--- src/rtl/smb_alert_pkg.sv ---
package smb_alert_pkg;

  // Expiry fires on the tick that would bring the elapsed count up to the limit.
  function automatic logic tmo_hit(input logic [15:0] elapsed, input logic [15:0] limit);
    return (limit != 16'd0) && ((elapsed + 16'd1) >= limit);
  endfunction

  // Saturating increment so an idle counter can never wrap.
  function automatic logic [15:0] sat_inc(input logic [15:0] v, input logic [15:0] max_v);
    return (v >= max_v) ? max_v : v + 16'd1;
  endfunction

endpackage

--- src/rtl/alert_port_slot.sv ---
module alert_port_slot
  import smb_alert_pkg::*;
#(
  parameter int TMO_W = 8
) (
  input  logic             clk,
  input  logic             rst_n,
  input  logic             tick_i,
  input  logic [TMO_W-1:0] limit_i,
  input  logic             chg_i,
  input  logic             rd_i,
  output logic             pend_o,
  output logic             expire_o
);
  localparam logic [15:0] CNT_MAX = 16'((1 << TMO_W) - 1);

  logic             pend_q;
  logic [TMO_W-1:0] cnt_q;
  logic [15:0]      cnt_ext, lim_ext;

  assign cnt_ext  = 16'(cnt_q);
  assign lim_ext  = 16'(limit_i);
  assign expire_o = pend_q && tick_i && tmo_hit(cnt_ext, lim_ext);
  assign pend_o   = pend_q;

  always_ff @(posedge clk or negedge rst_n) begin
    if (!rst_n) begin
      pend_q <= 1'b1;
      cnt_q  <= '0;
    end else if (chg_i) begin
      pend_q <= 1'b1;
      cnt_q  <= '0;
    end else if (rd_i || expire_o) begin
      pend_q <= 1'b0;
      cnt_q  <= '0;
    end else if (pend_q && tick_i && (limit_i != '0)) begin
      cnt_q  <= TMO_W'(sat_inc(cnt_ext, CNT_MAX));
    end
  end


  rd_clears_chk: assert property (@(posedge clk) disable iff (!rst_n)
    (rd_i && !chg_i) |=> !pend_q);

  chg_sets_chk: assert property (@(posedge clk) disable iff (!rst_n)
    chg_i |=> pend_q);

  zero_holds_chk: assert property (@(posedge clk) disable iff (!rst_n)
    (pend_q && (limit_i == '0) && !rd_i) |=> pend_q);

  expire_needs_pend_chk: assert property (@(posedge clk) disable iff (!rst_n)
    expire_o |-> (pend_q && tick_i && (limit_i != '0)));

  rd_expire_clear_chk: assert property (@(posedge clk) disable iff (!rst_n)
    (expire_o && rd_i && !chg_i) |=> !pend_q);
endmodule

--- src/rtl/alert_merge.sv ---
module alert_merge #(
  parameter int NUM_PORTS = 2
) (
  input  logic [NUM_PORTS-1:0] pend_i,
  input  logic [NUM_PORTS-1:0] en_i,
  output logic                 alert_n_o
);
  logic [NUM_PORTS-1:0] req;

  for (genvar g = 0; g < NUM_PORTS; g++) begin : g_req
    assign req[g] = pend_i[g] & en_i[g];
  end

  assign alert_n_o = ~(|req);
endmodule

--- src/rtl/smb_alert_mgr.sv ---
module smb_alert_mgr #(
  parameter int NUM_PORTS = 2,
  parameter int TMO_W     = 8
) (
  input  logic                 clk,
  input  logic                 rst_n,
  input  logic                 ms_tick_i,
  input  logic [TMO_W-1:0]     timeout_ms_i,
  input  logic [NUM_PORTS-1:0] status_chg_i,
  input  logic [NUM_PORTS-1:0] status_rd_i,
  input  logic [NUM_PORTS-1:0] report_en_i,
  output logic                 alert_n_o,
  output logic [NUM_PORTS-1:0] pending_o
);
  logic [NUM_PORTS-1:0] slot_pend;
  logic [NUM_PORTS-1:0] slot_expire;

  for (genvar p = 0; p < NUM_PORTS; p++) begin : g_slot
    alert_port_slot #(.TMO_W(TMO_W)) u_slot (
      .clk      (clk),
      .rst_n    (rst_n),
      .tick_i   (ms_tick_i),
      .limit_i  (timeout_ms_i),
      .chg_i    (status_chg_i[p]),
      .rd_i     (status_rd_i[p]),
      .pend_o   (slot_pend[p]),
      .expire_o (slot_expire[p])
    );
  end

  alert_merge #(.NUM_PORTS(NUM_PORTS)) u_merge (
    .pend_i    (slot_pend),
    .en_i      (report_en_i),
    .alert_n_o (alert_n_o)
  );

  assign pending_o = slot_pend;


  alert_when_enabled_chk: assert property (@(posedge clk) disable iff (!rst_n)
    (|(slot_pend & report_en_i)) |-> !alert_n_o);

  quiet_when_masked_chk: assert property (@(posedge clk) disable iff (!rst_n)
    ((slot_pend & report_en_i) == '0) |-> alert_n_o);

  no_expire_at_zero_chk: assert property (@(posedge clk) disable iff (!rst_n)
    (timeout_ms_i == '0) |-> (slot_expire == '0));
endmodule

--- config.mk ---
export PLATFORM = sky130hd
export DESIGN_NAME = smb_alert_mgr
export DESIGN_NICKNAME = d
export VERILOG_FILES = /design/src/rtl/smb_alert_pkg.sv /design/src/rtl/alert_port_slot.sv /design/src/rtl/alert_merge.sv /design/src/rtl/smb_alert_mgr.sv
export SDC_FILE = /design/constraint.sdc
export NUM_CORES = 1
export LEC_CHECK = 0
export BUFFER_PORTS_ARGS = -buffer_cell sky130_fd_sc_hd__buf_2
export CAP_MARGIN = 20
export CELL_PAD_IN_SITES_DETAIL_PLACEMENT = 1
export CELL_PAD_IN_SITES_GLOBAL_PLACEMENT = 2
export CORE_ASPECT_RATIO = 1.1
export CORE_UTILIZATION = 38
export CTS_CLUSTER_SIZE = 8
export DETAILED_ROUTE_END_ITERATION = 10
export PLACE_DENSITY = 0.91
export SYNTH_ARGS = -nofsm -noshare
export SYNTH_HDL_FRONTEND = slang
export SYNTH_SLANG_ARGS = --single-unit
export TNS_END_PERCENT = 5
--- constraint.sdc ---
create_clock -name clk -period 7.45 [get_ports clk]
set_input_delay 1.49 -clock clk [delete_from_list [all_inputs] [get_ports clk]]
set_output_delay 1.49 -clock clk [all_outputs]
set_load 0.005 [all_outputs]
==> flow_summary.toml, run 1 <==
[floorplanning]
dieArea_mm2 = 0.00441
row_count = 24
io_pins = 20
die_w_um = 63.4
core_area_mm2 = 0.00396
die_h_um = 69.6
start_util_pct = 39.8

[pwr]
leakage_nw = 0.863
power.internal_mw = 0.158
pwr-share-clk_pct = 39.4
p_sw_mw = 0.0584
ir_drop_mv = 0.0544
power_frac_seq_pct = 47.0
power_density_mw_per_mm2 = 124
swShare_pct = 27.0
pwr-share-comb_pct = 13.7

[worst_setup_path]
endpoint_kind = "primary output"
r2r.worst_path.cells = 9
worstSetupStartpoint = "report_en_i[0]"
cp.arrival_ps = 1900
start_kind = "primary input"
cp_max_fo = 1
cp.required_ps = 5960
reg2reg_from = "g_slot[1].u_slot.cnt_q[2]"
criticalPathCategory = "in2out"

[timing]
tightest_slew_ps = 520
fin_skew_ps = 4.26
max_freq_mhz = 295
period_needed_ps = 3390
post-route-period-util_pct = 45.5
rsz0062_at_grt = "no"
setup_viol = 0
fin_setup_tns_ps = 0
drv_slew = 0
slew_headroom_pct = 65.0
finalHoldViolCount = 0

[clock_network]
cts_resized = 0
root_buffer = "clkbuf_8"
numCtsBuffers = 3
postCtsSetupBuffers = 0
hold_buffers = 0
cts_tree = "yes"
cts_sinks = 18
ctsHtreeMaxLevel = 1
ctsLongestPathBuffers = 2
clk_latency_ps = 260
clkTransAtPathRegs_ps = 70

[yosys]
synth_common_cells = "nand2_1, ha_1, dfrtp_1, o21ai_0, nand3_1"
synth_top_area_share_pct = 25.4
synth_top_family_by_area = "simple AND/OR/NAND/NOR gates"
synth_compound_area_share_pct = 20.7
yosys_warnings = 0
synthMuxAreaShare_pct = 0
synth-xor-area-share_pct = 6.66
async_flop_share_pct = 100
syn_nets = 218
yosys.area_share.simple_pct = 24.1
synth-edff-count = 0
synth_largest_area_cell = "dfrtp_1"
synth.most_common_cell = "nand2_1"
netlist_area_mm2 = 0.00158
synth_seq_cells = 18
synth_area_leaders = "dfrtp_1, ha_1, nand2_1, o21ai_0, nand3_1"
avgSynthCellArea_um2 = 8.62
synth_ff_type = "dfrtp_1"
yosysSeqAreaShare_pct = 28.7
synth-adder-area-share_pct = 14.3
synth.distinct_cells = 43
synthCells = 183

[placed_design]
portBuffers = 19
dp_cells = 246
place.gp.congestion = 0.794
dpl.hpwl_um = 3540

[finish]
fin_cells = 250
fin_nets = 234
antennaDiodeCount = 0
fillCellCount = 502
drive_gt1_share_pct = 18.2
syn2layout_area_growth_pct = 10.5

[grt]
antenna_found_initial = 0
grt_max_degree = 19
overflow = 0
grt_pass1_vias = 1574
grt.total_usage_pct = 21.5
grt_pass1_wl_um = 7420

[outcome]
status = "completed"

[hold_path]
hold_class = "reg2reg"
whs_path_depth = 2
min-delay-start = "g_slot[1].u_slot.pend_o"

[detailed_routing]
wirelength_um = 4370
routed_via_density = 5.74
drt_pass1_iterations = 4
wl_per_cell_um = 17.5
vias = 1434
drc_errors = 0
antenna_left = 0
drtIter0Drc = 56

[run]
max-cap-violations = 0
-- registers in the layout, summed over array words and instances, names as in the netlist --
register	count
g_slot.u_slot.pend_o	2
g_slot.u_slot.cnt_q	16
-- power groups by stage --
stage               Clock [mW]  Sequential, mW  Combinational, mW
floorplan                    0           0.103             0.0177
global placement             0           0.103             0.0278
detailed placement           0           0.103             0.0300
CTS                     0.0881           0.102             0.0300
global route            0.0915           0.102             0.0332
finish                  0.0852           0.102             0.0295
-- final cells by class --
| type | count | area (um^2) | share of cell area, % |
|---|---|---|---|
| Clock buffer | 4 | 55.1 | 3.16 |
| Multi-Input combinational cell | 147 | 1040 | 59.5 |
| Timing Repair Buffer | 19 | 95.1 | 5.46 |
| Tap cell | 52 | 65.1 | 3.73 |
| Sequential cell | 18 | 453 | 26.0 |
| Inverter | 10 | 37.5 | 2.15 |
-- per-layer routing --
metal  track usage, %  up-vias  wire [um]  part of all wire (%)
met5                0        -          0                     0
met4             7.58        0        103                   2.4
met3             2.63        8         52                   1.2
met2             40.3       13       2470                    57
met1             24.4      714       1740                    40
li1                 -      699          -                     -
-- placed cells by master (no fill, tap or decap), types with 2 or more instances in the layout --
master / n
nand2_1: 19
o211ai_2: 2
a31oi_1: 2
and3_1: 6
or2_2: 2
nor3_1: 5
nor2_1: 10
dfrtp_1: 16
xor2_1: 6
or4_4: 2
nand3_1: 12
a21oi_1: 11
ha_1: 18
nand4_1: 3
a221o_1: 2
xnor2_1: 6
nor2b_1: 3
buf_2: 19
nor4_1: 3
dfstp_2: 2
o21ai_0: 13
inv_1: 10
a21o_1: 4
clkbuf_8: 4
a41oi_1: 2
-- worst max-delay path: stages --
cell,delay (ps)
buf_2,100
a22oi_1,170
buf_2,140
-- through the flow --
step	hold slack, ps	cell area (um^2)	power (mW)	utilization [%]	setup slack, ps
2_1_floorplan	494	1580	0.121	-	4280
3_3_place_gp	508	1690	0.131	42.6	4090
3_5_place_dp	522	1690	0.133	42.6	4060
4_1_cts	534	1740	0.220	44.0	4060
5_1_grt	556	1740	0.226	44.0	4010
6_report	529	1740	0.216	44.0	4060
-- cell families after synthesis --
group | count (synthesis)
buf+inv | 18
compound gates | 45
fa+ha+maj | 18
simple gates | 72
flops | 18
xor+xnor | 12
-- final timing paths --
kind                                             endpoint  slack (ps)
worst max-delay path                            alert_n_o        4060
worst min-delay path              g_slot[1].u_slot.pend_o         530
worst max register to register  g_slot[1].u_slot.cnt_q[7]        4510
worst min register to register    g_slot[1].u_slot.pend_o         530
max in group asynchronous         g_slot[1].u_slot.pend_o        5940
min in group asynchronous       g_slot[0].u_slot.cnt_q[3]        1160
(Power assumes the default switching activity.)
==> run 2, diff against run 1 <==
- CORE_UTILIZATION: 38 -> 31
- PLACE_DENSITY: 0.91 -> 0.8
- clock period: 7.45 -> 2.98 ns (I/O delays scaled with it)
==> run 2 against run 1 <==
Largest cell class unchanged. Via count increased by 0.98%. Register-to-register slack got worse by 4300 ps. Power increased to 2.5 times the previous value. Highest routed layer unchanged. Sequential cell count unchanged. Die area increased by 22%. Clock skew increased by 2.5 ps. Hold slack got worse by 260 ps. Sequential share of layout area decreased by 0.90 points. First-iteration DRC count increased by 3.6%. Largest power group unchanged. Critical path type is now reg2reg. Count of clock-buffer cells in the layout unchanged.
==> flow_summary.toml, run 2 (same netlist as run 1, synthesis figures left out) <==
[pwr]
power_frac_seq_pct = 46.0
pwr-share-clk_pct = 39.6
power.internal_mw = 0.396
power_density_mw_per_mm2 = 303
leakage_nw = 0.871
swShare_pct = 27.9
p_sw_mw = 0.153
ir_drop_mv = 0.169
pwr-share-comb_pct = 14.4

[detailed_routing]
vias = 1448
wirelength_um = 4430
antenna_left = 0
drt_pass1_iterations = 4
drc_errors = 0
routed_via_density = 5.63
wl_per_cell_um = 17.2
drtIter0Drc = 58

[outcome]
status = "completed"

[floorplanning]
core_area_mm2 = 0.00478
start_util_pct = 33.0
die_w_um = 70.0
row_count = 26
io_pins = 20
die_h_um = 76.8
dieArea_mm2 = 0.00538

[placed_design]
portBuffers = 19
place.gp.congestion = 0.783
dpl.hpwl_um = 3400
dp_cells = 251

[clock_network]
ctsLongestPathBuffers = 2
clkTransAtPathRegs_ps = 80
hold_buffers = 0
cts_sinks = 18
numCtsBuffers = 3
root_buffer = "clkbuf_8"
cts_tree = "yes"
clk_latency_ps = 270
ctsHtreeMaxLevel = 1

[finish]
antennaDiodeCount = 0
largest_register_ffs = 16
top_register = "g_slot.u_slot.cnt_q"
drive_gt1_share_pct = 21.9
fin_nets = 237
fin_cells = 257
fillCellCount = 578
layout_common_cells = "nand2_1, buf_2, ha_1"
syn2layout_area_growth_pct = 15.1

[timing]
tightest_slew_ps = 598
fin_skew_ps = 6.73
finalHoldViolCount = 0
fin_setup_tns_ps = 0
period_needed_ps = 2820
setup_viol = 0
post-route-period-util_pct = 94.6
drv_slew = 0
slew_headroom_pct = 59.7
max_freq_mhz = 355

[run]
max-cap-violations = 0

[worst_setup_path]
criticalPathCategory = "reg2reg"
start_kind = "register"
cp.arrival_ps = 3000
cp.required_ps = 3160
endpoint_kind = "register"
cp_max_fo = 7

[grt]
grt.total_usage_pct = 17.0
grt_max_degree = 19
grt_pass1_vias = 1516
antenna_found_initial = 0
overflow = 0
grt_pass1_wl_um = 7350

[hold_path]
hold_class = "in2async"
[run 2: final timing paths]
path / cells after the start / start / slack, ps / to
max in group asynchronous: 1 / rst_n / 2350 / g_slot[1].u_slot.cnt_q[2]
hold reg to reg: 2 / g_slot[1].u_slot.pend_o / 530 / g_slot[1].u_slot.pend_o
hold / removal: 1 / rst_n / 270 / g_slot[0].u_slot.cnt_q[3]
setup reg to reg: 10 / g_slot[1].u_slot.cnt_q[0] / 160 / g_slot[1].u_slot.pend_o
setup / recovery: 10 / g_slot[1].u_slot.cnt_q[0] / 160 / g_slot[1].u_slot.pend_o
min in group clk: 2 / status_rd_i[1] / 500 / g_slot[1].u_slot.pend_o
[run 2: cell type report]
| class | instances | area [um^2] | area share (%) |
|---|---|---|---|
| Multi-Input combinational cell | 148 | 1090 | 59.9 |
| Timing Repair Buffer | 21 | 110 | 6.06 |
| Inverter | 10 | 37.5 | 2.07 |
| Clock buffer | 4 | 55.1 | 3.03 |
| Tap cell | 56 | 70.1 | 3.86 |
| Sequential cell | 18 | 455 | 25.1 |
[run 2: power by group through the flow]
| stage | registers, mW | clock network [mW] | logic [mW] |
|---|---|---|---|
| CTS | 0.253 | 0.222 | 0.0769 |
| global route | 0.254 | 0.232 | 0.0893 |
| global placement | 0.258 | 0 | 0.0743 |
| floorplan | 0.257 | 0 | 0.0442 |
| finish | 0.253 | 0.218 | 0.0790 |
| detailed placement | 0.258 | 0 | 0.0760 |
[run 2: layer usage]
metal	up-vias	GRT usage (%)	routed length, um
met4	0	4.20	44
met1	715	20.3	1930
met5	-	0	0
li1	713	-	-
met2	13	31.3	2390
met3	7	2.37	64
[run 2: worst max-delay path: stages (launching register included)]
cell     delay [ps]
dfrtp_2         420
ha_1            260
nand3_4         140
nor2_2          180
xor2_1          180
ha_1            270
and3_1          230
a221o_1         430
a41oi_4         300
a21oi_1         120
o31ai_1         200
[run 2: metrics by stage]
| stage | area (um^2) | utilization, % | worst slack (ps) | hold slack (ps) | total power, mW |
|---|---|---|---|---|---|
| finish | 1820 | 38.0 | 161 | 271 | 0.550 |
| global route | 1820 | 38.0 | -26.3 | 301 | 0.575 |
| CTS | 1760 | 36.7 | 29.6 | 285 | 0.552 |
| detailed placement | 1700 | 35.6 | 53.2 | 519 | 0.334 |
| global placement | 1700 | 35.6 | 39.6 | 520 | 0.332 |
| floorplan | 1580 | - | 481 | 300 | 0.301 |
[run 2: timing repair]
action,4_1_cts,5_1_grt
endpoints found under the setup margin,0,14
setup buffers,0,1
resized for setup,0,8
==> run 3, diff against run 2 <==
- CORE_UTILIZATION: 31 -> 32
- PLACE_DENSITY: 0.8 -> 0.82
- SYNTH_HIERARCHICAL: default -> 1
- TNS_END_PERCENT: 5 -> default
==> run 3 against run 2 <==
Count of clock-buffer cells in the layout decreased by 1. Critical endpoint is now g_slot[0].u_slot/cnt_q[4]. Hold slack better by 13 ps. Clock power fell by 18%.
==> flow_summary.toml, run 3 <==
[outcome]
status = "completed"

[detailed_routing]
drtIter0Drc = 32
drt_pass1_iterations = 4
wirelength_um = 4230
antenna_left = 0
drc_errors = 0
routed_via_density = 5.39
vias = 1558
wl_per_cell_um = 14.6

[clock_network]
clk_latency_ps = 260
cts_resized = 0
ctsHtreeMaxLevel = 1
cts_sinks = 18
cts_tree = "yes"
clkTransAtPathRegs_ps = 70
hold_buffers = 0
postCtsSetupBuffers = 0
numCtsBuffers = 3
ctsLongestPathBuffers = 2
root_buffer = "clkbuf_8"

[yosys]
syn_nets = 236
synth_ff_type = "dfrtp_1"
avgSynthCellArea_um2 = 8.57
synth_area_leaders = "dfrtp_1, ha_1, nand2_1, a31oi_1, a21oi_1"
synth.most_common_cell = "nand2_1"
synth.distinct_cells = 37
async_flop_share_pct = 100
yosysSeqAreaShare_pct = 26.3
netlist_area_mm2 = 0.00172
synth_largest_area_cell = "dfrtp_1"
synth-edff-count = 0
synth_seq_cells = 18
synthCells = 201
synth_common_cells = "nand2_1, ha_1, dfrtp_1, inv_1, a21oi_1"
yosys_warnings = 6
synth_top_area_share_pct = 23.3

[timing]
tightest_slew_ps = 478
setup_slack_ps = 265
drv_slew = 0
finalHoldViolCount = 0
fin_setup_tns_ps = 0
fin_skew_ps = 1.64
slew_headroom_pct = 68.0
max_freq_mhz = 368
post-route-period-util_pct = 91.1
period_needed_ps = 2720
rsz0062_at_grt = "no"
setup_viol = 0

[finish]
syn2layout_area_growth_pct = 10.4
drive_gt1_share_pct = 19.8
layout.cells.most_common = "nand2_1"
fillCellCount = 616
finalInstanceArea_mm2 = 0.00190
fin_nets = 254
layout_common_cells = "nand2_1, buf_2, ha_1"
antennaDiodeCount = 0
top_register = "g_slot.u_slot/cnt_q"
fin_cells = 289
largest_register_ffs = 16

[floorplanning]
die_h_um = 78.9
die_w_um = 71.9
dieArea_mm2 = 0.00568
io_pins = 20
start_util_pct = 33.8
core_area_mm2 = 0.00510
row_count = 27

[placed_design]
place.gp.congestion = 0.763
place_area_mm2 = 0.00186
place_ws_ps = 303
dp_cells = 286
dpl.hpwl_um = 3240
portBuffers = 19

[worst_setup_path]
crit_top_cell = "ha_1"
path_delay_family = "simple AND/OR/NAND/NOR gates"
rrSetupSlack_ps = 260
timing.rr.end = "g_slot[0].u_slot/cnt_q[4]"
criticalPathCategory = "reg2reg"
cp_max_fo = 10
cp_slowest_stage_delay_ps = 420
critPathBufInv = 0
r2r.worst_path.cells = 11
reg2reg_from = "g_slot[0].u_slot/cnt_q[0]"
cp.arrival_ps = 2880
slowest_stage = "dfrtp_1"
start_kind = "register"
cp.required_ps = 3150
endpoint_kind = "register"
worstPathCellList = "ha_1 > nand3_2 > nor2_1 > nand2_1 > xnor2_1 > ha_1 > a21o_1 > a21oi_1 > and3_4 > a31oi_1 > nor3b_1"

[run]
max-cap-violations = 0

[pwr]
power_density_mw_per_mm2 = 268
leakage_nw = 0.881
ir_drop_mv = 0.172
power_mw = 0.510

[grt]
antenna_found_initial = 0
grt_pass1_wl_um = 7160
grt_max_degree = 19
overflow = 0
grt.total_usage_pct = 16.0
grt_pass1_vias = 1545

[hold_path]
hold_class = "in2async"
==> run 3: how the worst max path moves through the flow <==
stage                                          from  cells past startpoint  slack [ps]                        end
after floorplan           g_slot[0].u_slot/cnt_q[0]                     12         630  g_slot[0].u_slot/cnt_q[4]
after detailed placement  g_slot[1].u_slot/cnt_q[0]                     11         300  g_slot[1].u_slot/cnt_q[4]
after global placement    g_slot[1].u_slot/cnt_q[0]                     10         340  g_slot[1].u_slot/cnt_q[7]
final                     g_slot[0].u_slot/cnt_q[0]                     11         260  g_slot[0].u_slot/cnt_q[4]
after CTS                 g_slot[0].u_slot/cnt_q[0]                     11         270  g_slot[0].u_slot/cnt_q[4]
after global routing      g_slot[1].u_slot/cnt_q[0]                     11          20  g_slot[1].u_slot/cnt_q[7]
==> run 3: per-layer routing <==
layer | wire length [um] | share of wire, % | up-vias | GRT usage [%]
met4 | 73 | 1.7 | 0 | 6.27
met3 | 172 | 4.1 | 8 | 2.16
li1 | - | - | 768 | -
met1 | 2080 | 49 | 741 | 21.3
met5 | 0 | 0 | - | 0
met2 | 1900 | 45 | 41 | 26.2
==> run 3: worst reg2reg max path, delay by kind of cell (launching register included) <==
family	cells	cell delay [ps]
and+or+nand+nor	5	1050
adders and majority gates	2	560
AOI/OAI and AO/OA	3	440
DFF	1	420
xor gates and xnor gates	1	140
==> run 3: kinds of logic after synthesis <==
group | count (synthesis) | synth area share (%)
buffers and inverters | 24 | 7.12
adder cells (fa/ha/maj) | 18 | 13.1
flip-flops | 18 | 26.3
XOR/XNOR | 12 | 6.10
AND/OR/NAND/NOR | 84 | 29.1
AO/OA/AOI/OAI | 45 | 18.3
==> run 3: layout make-up <==
class / instances / area [um^2] / share of cell area, %
sequential: 18 / 453 / 23.8
timing repair buffer: 21 / 110 / 5.79
tap: 72 / 90.1 / 4.74
multi-input combinational: 159 / 1150 / 60.3
clock buffer: 3 / 41.3 / 2.17
inverter: 16 / 60.1 / 3.16
==> run 3: stage by stage <==
step	util, %	hold WS [ps]
after floorplan	-	300
after global placement	36.4	514
after detailed placement	36.4	524
after CTS	37.3	299
after global routing	37.3	318
final	37.3	284
==> run 3: power breakdown <==
part	internal (mW)	switching (mW)	total, mW
combinational	0.0310	0.0472	0.0782
clock	0.0900	0.0876	0.178
sequential	0.249	0.00521	0.254
total	0.370	0.140	0.510
